[config.mk]
export PLATFORM = sky130hd
export DESIGN_NAME = trig_line_decoder
export DESIGN_NICKNAME = d
export VERILOG_FILES = /design/src/rtl/tld_pkg.sv /design/src/rtl/tld_fsm.sv /design/src/rtl/tld_strobe_reg.sv /design/src/rtl/trig_line_decoder.sv
export SDC_FILE = /design/constraint.sdc
export NUM_CORES = 1
export LEC_CHECK = 0
export ABC_AREA = 1
export BUFFER_PORTS_ARGS = -buffer_cell sky130_fd_sc_hd__buf_2
export CORE_AREA = 5 5 42 44
export CTS_CLUSTER_DIAMETER = 150
export DETAILED_ROUTE_END_ITERATION = 16
export DIE_AREA = 0 0 47 49
export PLACE_DENSITY = 0.33
export REMOVE_ABC_BUFFERS = 1
export SLEW_MARGIN = 25
export SYNTH_ARGS = -nofsm -noshare
export SYNTH_HDL_FRONTEND = slang
export SYNTH_SLANG_ARGS = --single-unit
[constraint.sdc]
create_clock -name clk -period 1.1 [get_ports clk]
set_input_delay 0.275 -clock clk [delete_from_list [all_inputs] [get_ports clk]]
set_output_delay 0.275 -clock clk [all_outputs]
set_load 0.03 [all_outputs]
[src/rtl/tld_pkg.sv]
package tld_pkg;

    // Decoder progress through a command
    typedef enum logic [1:0] {
        ST_IDLE  = 2'd0,
        ST_GOT1  = 2'd1,
        ST_GOT10 = 2'd2
    } tld_state_e;

    // Command recognised on a given edge; value minus one is the strobe index
    typedef enum logic [1:0] {
        CMD_NONE = 2'd0,
        CMD_L1A  = 2'd1,
        CMD_RST  = 2'd2,
        CMD_CAL  = 2'd3
    } tld_cmd_e;

    localparam int NUM_STROBES = 3;

    typedef struct packed {
        tld_state_e nxt;
        tld_cmd_e   cmd;
    } tld_step_t;

    // One decode step: current progress plus sampled bit
    function automatic tld_step_t tld_step(input tld_state_e cur, input logic bit_i);
        tld_step_t s;
        s.nxt = ST_IDLE;
        s.cmd = CMD_NONE;
        unique case (cur)
            ST_IDLE:  s.nxt = bit_i ? ST_GOT1 : ST_IDLE;
            ST_GOT1:  begin
                if (bit_i) s.cmd = CMD_CAL;
                else       s.nxt = ST_GOT10;
            end
            ST_GOT10: s.cmd = bit_i ? CMD_RST : CMD_L1A;
            default:  s.nxt = ST_IDLE;
        endcase
        return s;
    endfunction

endpackage

[src/rtl/tld_fsm.sv]
module tld_fsm
    import tld_pkg::*;
(
    input  logic     clk,
    input  logic     rst,
    input  logic     bit_i,
    output tld_cmd_e cmd_o
);
    tld_state_e state_q;
    tld_step_t  step;

    always_comb begin
        step  = tld_step(state_q, bit_i);
        cmd_o = step.cmd;
    end

    always_ff @(posedge clk) begin
        if (rst) state_q <= ST_IDLE;
        else     state_q <= step.nxt;
    end
endmodule

[src/rtl/tld_strobe_reg.sv]
module tld_strobe_reg
    import tld_pkg::*;
#(
    parameter int N = NUM_STROBES
) (
    input  logic         clk,
    input  logic         rst,
    input  tld_cmd_e     cmd_i,
    output logic [N-1:0] strobe_o
);
    localparam int CW = $bits(tld_cmd_e);

    for (genvar i = 0; i < N; i++) begin : g_strobe
        always_ff @(posedge clk) begin
            if (rst) strobe_o[i] <= 1'b0;
            else     strobe_o[i] <= (cmd_i == CW'(i + 1));
        end
    end
endmodule

[src/rtl/trig_line_decoder.sv]
module trig_line_decoder
    import tld_pkg::*;
(
    input  logic clk,
    input  logic rst,
    input  logic line_i,
    output logic l1a_o,
    output logic tgt_reset_o,
    output logic cal_o
);
    tld_cmd_e               cmd;
    logic [NUM_STROBES-1:0] strobes;

    tld_fsm u_fsm (
        .clk   (clk),
        .rst   (rst),
        .bit_i (line_i),
        .cmd_o (cmd)
    );

    tld_strobe_reg #(.N(NUM_STROBES)) u_strobes (
        .clk      (clk),
        .rst      (rst),
        .cmd_i    (cmd),
        .strobe_o (strobes)
    );

    assign l1a_o       = strobes[int'(CMD_L1A) - 1];
    assign tgt_reset_o = strobes[int'(CMD_RST) - 1];
    assign cal_o       = strobes[int'(CMD_CAL) - 1];
endmodule

Word-level counts from Yosys, hierarchy flattened:

Index checks and enable logic that the tools add are counted.
Widths: inputs -> output; s select.

* input bits: 3
* flip-flop bits (word level): 5
* logic and storage cells: 16
* output and inout port bits: 3

* multiplexer cells: 6
* reductions and logical operators: 1
* equality and inequality tests: 5

Operators by type and width (number)
* $pmux 2 s2: 2
* $eq 2x2->1 const B: 3
* $mux 2: 3
* $eq 2x1->1 const B: 2
* $logic_not 2->1: 1
* $mux 1: 1

Logic depth before layout (Yosys ltp):

Gate-level depths: netlist of run 1.

* word-level depth: 3
* depth in mapped cells: 6
* depth with buffers taken out: 6

By module:

From an unflattened synthesis of run 1, not the netlist that was laid out.

* cell total of the unflattened synthesis: 31
* area total of the unflattened synthesis: 240.2 µm²

Modules (own cells, without submodules)
* tld_fsm: cells each 21, times used 1, seq. area each 40.0 µm², area an instance 153.9 µm²
* tld_strobe_reg: cells each 10, times used 1, seq. area each 60.1 µm², area an instance 86.3 µm²

Worst setup path after synthesis of run 1:

OpenSTA, ideal clock, no wires.

* path kind: flip-flop to flip-flop
* start: register u_fsm.state_q[0]
* end: register u_strobes.strobe_o[0]
* data arrival time: 844 ps
* path buffers: 0
* setup time: 62 ps
* data required time: 1038 ps
* clock period less this slack: 905 ps
* cell stages (with the launch flop): 6
* path slack: 195 ps
* cell sequence: dfxtp_1 > inv_1 > ha_1 > nand2_1 > nand2_1 > nor2_2

* word-level cells in the longest chain between the ends: 3
* elaborated cells between the ends (all ways): 4
* those cells by class: 3 x eq/ne; 1 x mux

RTL lines
* start: declaration: line tld_fsm.sv:9 `tld_state_e state_q;`
* start signal: assignment: line tld_fsm.sv:19 `else state_q <= step.nxt;`
* $eq 2x2->1 or $eq 2x1->1 (tied branches): line tld_pkg.sv:30 `unique case (cur)`
* $pmux 2 s2 *: line tld_pkg.sv:30
* $eq 2x1->1 *: line tld_strobe_reg.sv:16 `else strobe_o[i] <= (cmd_i == CW'(i + 1));`
* end signal: indexed assignment: line tld_strobe_reg.sv:16
* end: declaration: line tld_strobe_reg.sv:9 `output logic [N-1:0] strobe_o`

Mark *: on every way between the ends. The rest lies on a longest branch, timed or not.
A chain may end at the register's enable or synchronous reset.

Worst setup path after layout of run 1:

* start: register u_strobes.strobe_o[1]
* end: output port tgt_reset_o

RTL lines
* end: declaration: line trig_line_decoder.sv:8 `output logic tgt_reset_o,`

No word-level cell between the ends.

==> results of run 1 <==
==> cells in the final DEF, fill, tap and decap left out, drive strengths merged <==
cell,netlist,final
nor3,2,2
nand2,6,6
buf,0,5
inv,6,6
ha,3,3
nor2,3,3
nand3,1,1
dfxtp,5,5
clkbuf,0,4
==> report_power, final <==
| part | total [W] | switching [W] | internal (W) |
|---|---|---|---|
| Clock | 0.000216 | 0.0000788 | 0.000137 |
| Sequential | 0.000191 | 0.00000233 | 0.000188 |
| Combinational | 0.0000417 | 0.0000278 | 0.0000139 |
| Total | 0.000449 | 0.000109 | 0.000340 |
==> metrics by stage <==
step / cell area [sq um] / hold slack, ps / worst slack (ps) / std cells / util
after floorplan: 211 / 347 / 195 / 26 / -
after global placement: 256 / 490 / 143 / 47 / 0.183
after detailed placement: 256 / 493 / 122 / 47 / 0.183
after CTS: 283 / 231 / 75.4 / 51 / 0.202
after global routing: 283 / 246 / 52.6 / 51 / 0.202
final: 283 / 241 / 91.6 / 51 / 0.202
==> kinds of logic after synthesis <==
| group | after synthesis |
|---|---|
| adder cells (fa/ha/maj) | 3 |
| AND/OR/NAND/NOR | 12 |
| buffers and inverters | 6 |
| flip-flops | 5 |
==> cell type report <==
type                            instances  area share
Sequential cell                         5       0.354
Multi-Input combinational cell         15       0.314
Tap cell                               16      0.0708
Inverter                                6      0.0796
Timing Repair Buffer                    5      0.0885
Clock buffer                            4      0.0929
==> Yosys cell counts <==
library cell  n
nand2_1       6
dfxtp_1       5
inv_1         5
ha_1          3
nor2_1        2
nor3_1        2
inv_2         1
nand3_1       1
nor2_2        1
==> routing by layer <==
metal	vias up	GRT usage	part of all wire
li1	94	-	-
met1	78	0.0419	0.29
met2	15	0.0611	0.40
met3	5	0.0590	0.23
met4	0	0.0691	0.079
met5	-	0	0
==> worst paths after layout <==
path	to	slack (ps)	cells past startpoint
setup / recovery	tgt_reset_o	90	1
hold / removal	u_strobes.strobe_o[2]$_SDFF_PP0_	240	2
setup reg to reg	u_strobes.strobe_o[0]$_SDFF_PP0_	110	5
hold reg to reg	u_strobes.strobe_o[1]$_SDFF_PP0_	640	3
==> state kept, by name, summed over array words and instances (netlist names) <==
name / flops
u_strobes.strobe_o: 3
u_fsm.state_q: 2
==> metrics.md, run 1 <==
| Metric | Value |
|---|---|
| Outcome | `complete, no violations` |
| CTS tree | `yes` |
| Crit end category | `output pin` |
| DRC viols | `0` |
| GPL Wtd Cong | `0.634` |
| PostCTS Resize Cnt | `0` |
| Largest net degree at the start of global routing | `6` |
| Buffers on Ports | `5` |
| Hold-fix buffer count after cts | `0` |
| # diodes | `0` |
| Clk sinks | `5` |
| Via-per-instance ratio | `about 3.8` |
| WL final | `between 400 and 500 microns` |
| FF/Latch Area | `between 100 and 150 sq um` |
| Fin crit period | `1010 ps` |
| Via count | `192` |
| I/O Pins | `6` |
| P per Cell Area | `1590 nW/um^2` |
| Fmax | `0.992 GHz` |
| Vias in the first global route | `185` |
| Initial core utilization | `0.151` |
| Reg clk slew, reported paths | `approximately 40 ps` |
| CP delay by family, top | `flip-flops` |
| Setup Buffers After CTS | `0` |
| Syn Area/Cell | `8.13 sq um` |
| Clock latency on the worst-skew pair | `about 250 ps` |
| Crit path from | `u_strobes.strobe_o[1]$_SDFF_PP0_` |
| VDD IR max | `approximately 0.00032 V` |
| Die Y | `49 microns` |
| Grt ovf | `0` |
| Setup Skew | `2.73 ps` |
| Synth Cell Area | `between 200 and 250 sq um` |
| Yosys top cell area share | `0.473` |
| Reg2reg start | `u_fsm.state_q[0]$_SDFF_PP0_` |
| Compound-cell area share of the yosys netlist | `0` |
| Dominant cell type by area after synthesis | `dfxtp_1` |
| Number of core rows | `14` |
| Die Width | `47 microns` |
| Post-synthesis sequential area ratio | `0.473` |
| Synth Area in XOR/XNOR | `0` |
| Fin. Hold Viols | `0` |
| Lkg Pwr | `approximately 0.14 nW` |
| Yosys warning total | `0` |
| Synth-to-Final Area Change | `33.7%` |
| CTS H-tree lvls | `1` |
| CP Buf/Inv Count | `1` |
| CP Data Required Time | `820 ps` |
| Critical Path Start Type | `register` |
| Wirelength per Cell | `8.22 microns` |
| Finish-stage setup viols | `0` |
| Simple-gate portion of the synthesized area | `0.243` |
| DIE AREA | `2300 sq um` |
| Setup TNS | `0 ps` |
| Post-route ant nets | `0` |
| Synth Instances | `26` |
| HP Class | `input pin to register` |
| Total GRT Usage | `0.0543` |
| Area of the multi-input gates | `about 90 sq um` |
| Filler cell count | `170` |
| Layout cells sized above 1 | `0.286` |
| Top cells by area, synth | `dfxtp_1, ha_1, nand2_1, inv_1, nor3_1` |
| Post-synth cell types | `9` |
| CP max FO | `1` |
| Inserted Clock Buffers | `3` |
| Clk root buf | `clkbuf_4` |
| Post-DP HPWL | `approximately 320 microns` |
| Final Cycle Share | `0.917` |
| Mux share of post-synthesis cell area | `0` |
| CORE AREA | `1400 sq um` |
| Slew headroom | `0.909` |
| Largest family of logic cells by synthesized area | `simple AND/OR/NAND/NOR gates` |
| RSZ-0062 raised after global routing | `no` |
| First-pass GRT wire length | `between 700 and 800 microns` |
| CP max stage delay | `around 300 ps` |
| Crit path arrival time | `730 ps` |
| TritonRoute pass-1 iters | `4` |
| CP cell instances | `buf_2` |
| Total power | `0.000449 W` |
| Number of synthesized register bits | `5` |
| Max Cap Viol | `0` |
| Starting DRC count in detailed routing | `3` |
| Critical path type | `register to output pin` |
| CP max-delay cell | `dfxtp_1` |
| Initial antenna violation count | `0` |
| Final #Nets | `42` |
| Hold path start | `rst` |
| Final Max Slew Viols | `0` |
| Tightest Pin Transition | `135 ps` |
| Adder-Cell Fraction of Synth Area | `0.178` |
| CTS max path bufs | `2` |
Power figures use the tool's default switching activity.
==> run 2: changes to the inputs <==
CELL_PAD_IN_SITES_DETAIL_PLACEMENT = 2   (was default)
CELL_PAD_IN_SITES_GLOBAL_PLACEMENT = 2   (was default)
PLACE_DENSITY = 0.49   (was 0.33)
RECOVER_POWER = 100   (was default)
==> run 2 against run 1 <==
  * Clock-buffer cell count stayed put
  * Non-clock buffer count unchanged
  * Final area did not move
  * Global-route usage is 0.27 points higher
  * Utilization stayed put
  * Largest cell class unchanged
  * Highest routed layer is now met3
==> metrics.md, run 2 (synthesis results as in run 1) <==
| Metric | Value |
|---|---|
| CP Buf/Inv Count | `1 (unchanged)` |
| CP max stage delay | `310 ps (about the same)` |
| Grt ovf | `0 (unchanged)` |
| Initial core utilization | `0.151 (unchanged)` |
| GPL Wtd Cong | `0.633 (-0.13%)` |
| Setup TNS | `0 ps (unchanged)` |
| Final Cell Area | `283 sq um (unchanged)` |
| Buffers on Ports | `5 (unchanged)` |
| CTS H-tree lvls | `1 (unchanged)` |
| Die Y | `49 microns (unchanged)` |
| CP max FO | `1 (unchanged)` |
| CP Data Required Time | `820 ps (about the same)` |
| CP max-delay cell | `dfxtp_1` |
| # diodes | `0 (unchanged)` |
| Layout cells sized above 1 | `0.286 (unchanged)` |
| Synth-to-Final Area Change | `33.7% (unchanged)` |
| I/O Pins | `6 (unchanged)` |
| DRC viols | `0 (unchanged)` |
| Via count | `183 (-4.7%)` |
| Finish-stage setup viols | `0 (unchanged)` |
| Lkg Pwr | `0.137 nW (-1.7%)` |
| Crit path arrival time | `740 ps (about the same)` |
| Post-Place Worst Slack | `120 ps (-2.72 ps)` |
| Fin crit period | `1020 ps (+9.92 ps)` |
| Inserted Clock Buffers | `3 (unchanged)` |
| Outcome | `complete, no violations` |
| CTS max path bufs | `2 (unchanged)` |
| Reg2Reg Depth | `5 (unchanged)` |
| Max FFs per register | `3 (unchanged)` |
| TritonRoute pass-1 iters | `2 (-2)` |
| Filler cell count | `177 (+4.1%)` |
| Clock latency on the worst-skew pair | `240 ps (about the same)` |
| VDD IR max | `0.000331 V (+3.8%)` |
| Post-DP HPWL | `397 microns (+25%)` |
| Hold-fix buffer count after cts | `0 (unchanged)` |
| Number of core rows | `14 (unchanged)` |
| CP cell instances | `clkbuf_2` |
| Total GRT Usage | `0.0570 (+0.00270)` |
| Final Max Slew Viols | `0 (unchanged)` |
| Most frequent cells in the layout | `nand2_1, inv_1, dfxtp_1` |
| WL final | `475 microns (+13%)` |
| Starting DRC count in detailed routing | `1 (-2)` |
| Final #Nets | `42 (unchanged)` |
| Tightest Pin Transition | `154 ps (+19.1 ps)` |
| Largest net degree at the start of global routing | `6 (unchanged)` |
| DIE AREA | `2300 sq um (unchanged)` |
| Total power | `0.000454 W (+1.2%)` |
| RSZ-0062 raised after global routing | `no` |
| CP delay by family, top | `flip-flops` |
| Post-route ant nets | `0 (unchanged)` |
| First-pass GRT wire length | `855 microns (+17%)` |
| Max Cap Viol | `0 (unchanged)` |
| Via-per-instance ratio | `3.59 (-4.7%)` |
| Clk root buf | `clkbuf_4` |
| Clk sinks | `5 (unchanged)` |
| Fin. Hold Viols | `0 (unchanged)` |
| HP Class | `input pin to register` |
| Placement Cell Area | `256 sq um (unchanged)` |
| Worst setup margin | `81.6 ps (-9.92 ps)` |
| Crit end category | `output pin` |
| Commonest non-fill, non-tap cell in the layout | `nand2_1` |
| Regs by FF count | `u_strobes.strobe_o x3, u_fsm.state_q x2` |
| Die Width | `47 microns (unchanged)` |
| Wirelength per Cell | `9.31 microns (+13%)` |
| Slew headroom | `0.896 (-0.0129)` |
| CP Depth | `1 (unchanged)` |
| Biggest register | `u_strobes.strobe_o` |
| Min-Delay Path Depth | `2 (unchanged)` |
| Critical path type | `register to output pin` |
| R2R setup slack | `120 ps (about the same)` |
| P per Cell Area | `1600 nW/um^2 (+1.2%)` |
| Fmax | `0.982 GHz (-0.97%)` |
| Vias in the first global route | `229 (+24%)` |
| Final Cycle Share | `0.926 (+0.00902)` |
| Initial antenna violation count | `0 (unchanged)` |
| Critical Path Start Type | `register` |
| Setup Buffers After CTS | `0 (unchanged)` |
| CTS tree | `yes` |
| Setup Skew | `0.363 ps (-2.36 ps)` |
| PostCTS Resize Cnt | `0 (unchanged)` |
| Reg clk slew, reported paths | `50 ps (about the same)` |
| CORE AREA | `1400 sq um (unchanged)` |
run 2: routing by layer:
metal  vias to the layer above  track usage  part of all wire
met4                         0       0.0553                 0
met2                         4       0.0769              0.48
met5                         -            0                 0
met1                        86       0.0569              0.44
met3                         0       0.0332             0.080
li1                         93            -                 -
run 2: cell type report:
cell class / instances / area (sq um) / share of cell area
sequential: 5 / 100 / 0.354
multi-input combinational: 15 / 88.8 / 0.314
clock buffer: 4 / 26.3 / 0.0929
timing repair buffer: 5 / 25.0 / 0.0885
inverter: 6 / 22.5 / 0.0796
tap: 16 / 20.0 / 0.0708
run 2: power breakdown:
part	internal (W)	total, W	switching (W)
combinational	0.0000139	0.0000424	0.0000285
sequential	0.000188	0.000190	0.00000216
clock	0.000138	0.000222	0.0000838
total	0.000339	0.000454	0.000115
run 2: worst paths after layout:
path | from | endpoint
max | u_strobes.strobe_o[1]$_SDFF_PP0_ | tgt_reset_o
min | rst | u_fsm.state_q[0]$_SDFF_PP0_
max reg2reg | u_fsm.state_q[0]$_SDFF_PP0_ | u_strobes.strobe_o[0]$_SDFF_PP0_
min reg2reg | u_fsm.state_q[1]$_SDFF_PP0_ | u_strobes.strobe_o[1]$_SDFF_PP0_
run 2: through the flow:
stage,hold WS [ps],cells,util
global placement,500,47,0.183
floorplan,347,26,-
detailed placement,507,47,0.183
finish,255,51,0.202
CTS,251,51,0.202
global route,256,51,0.202
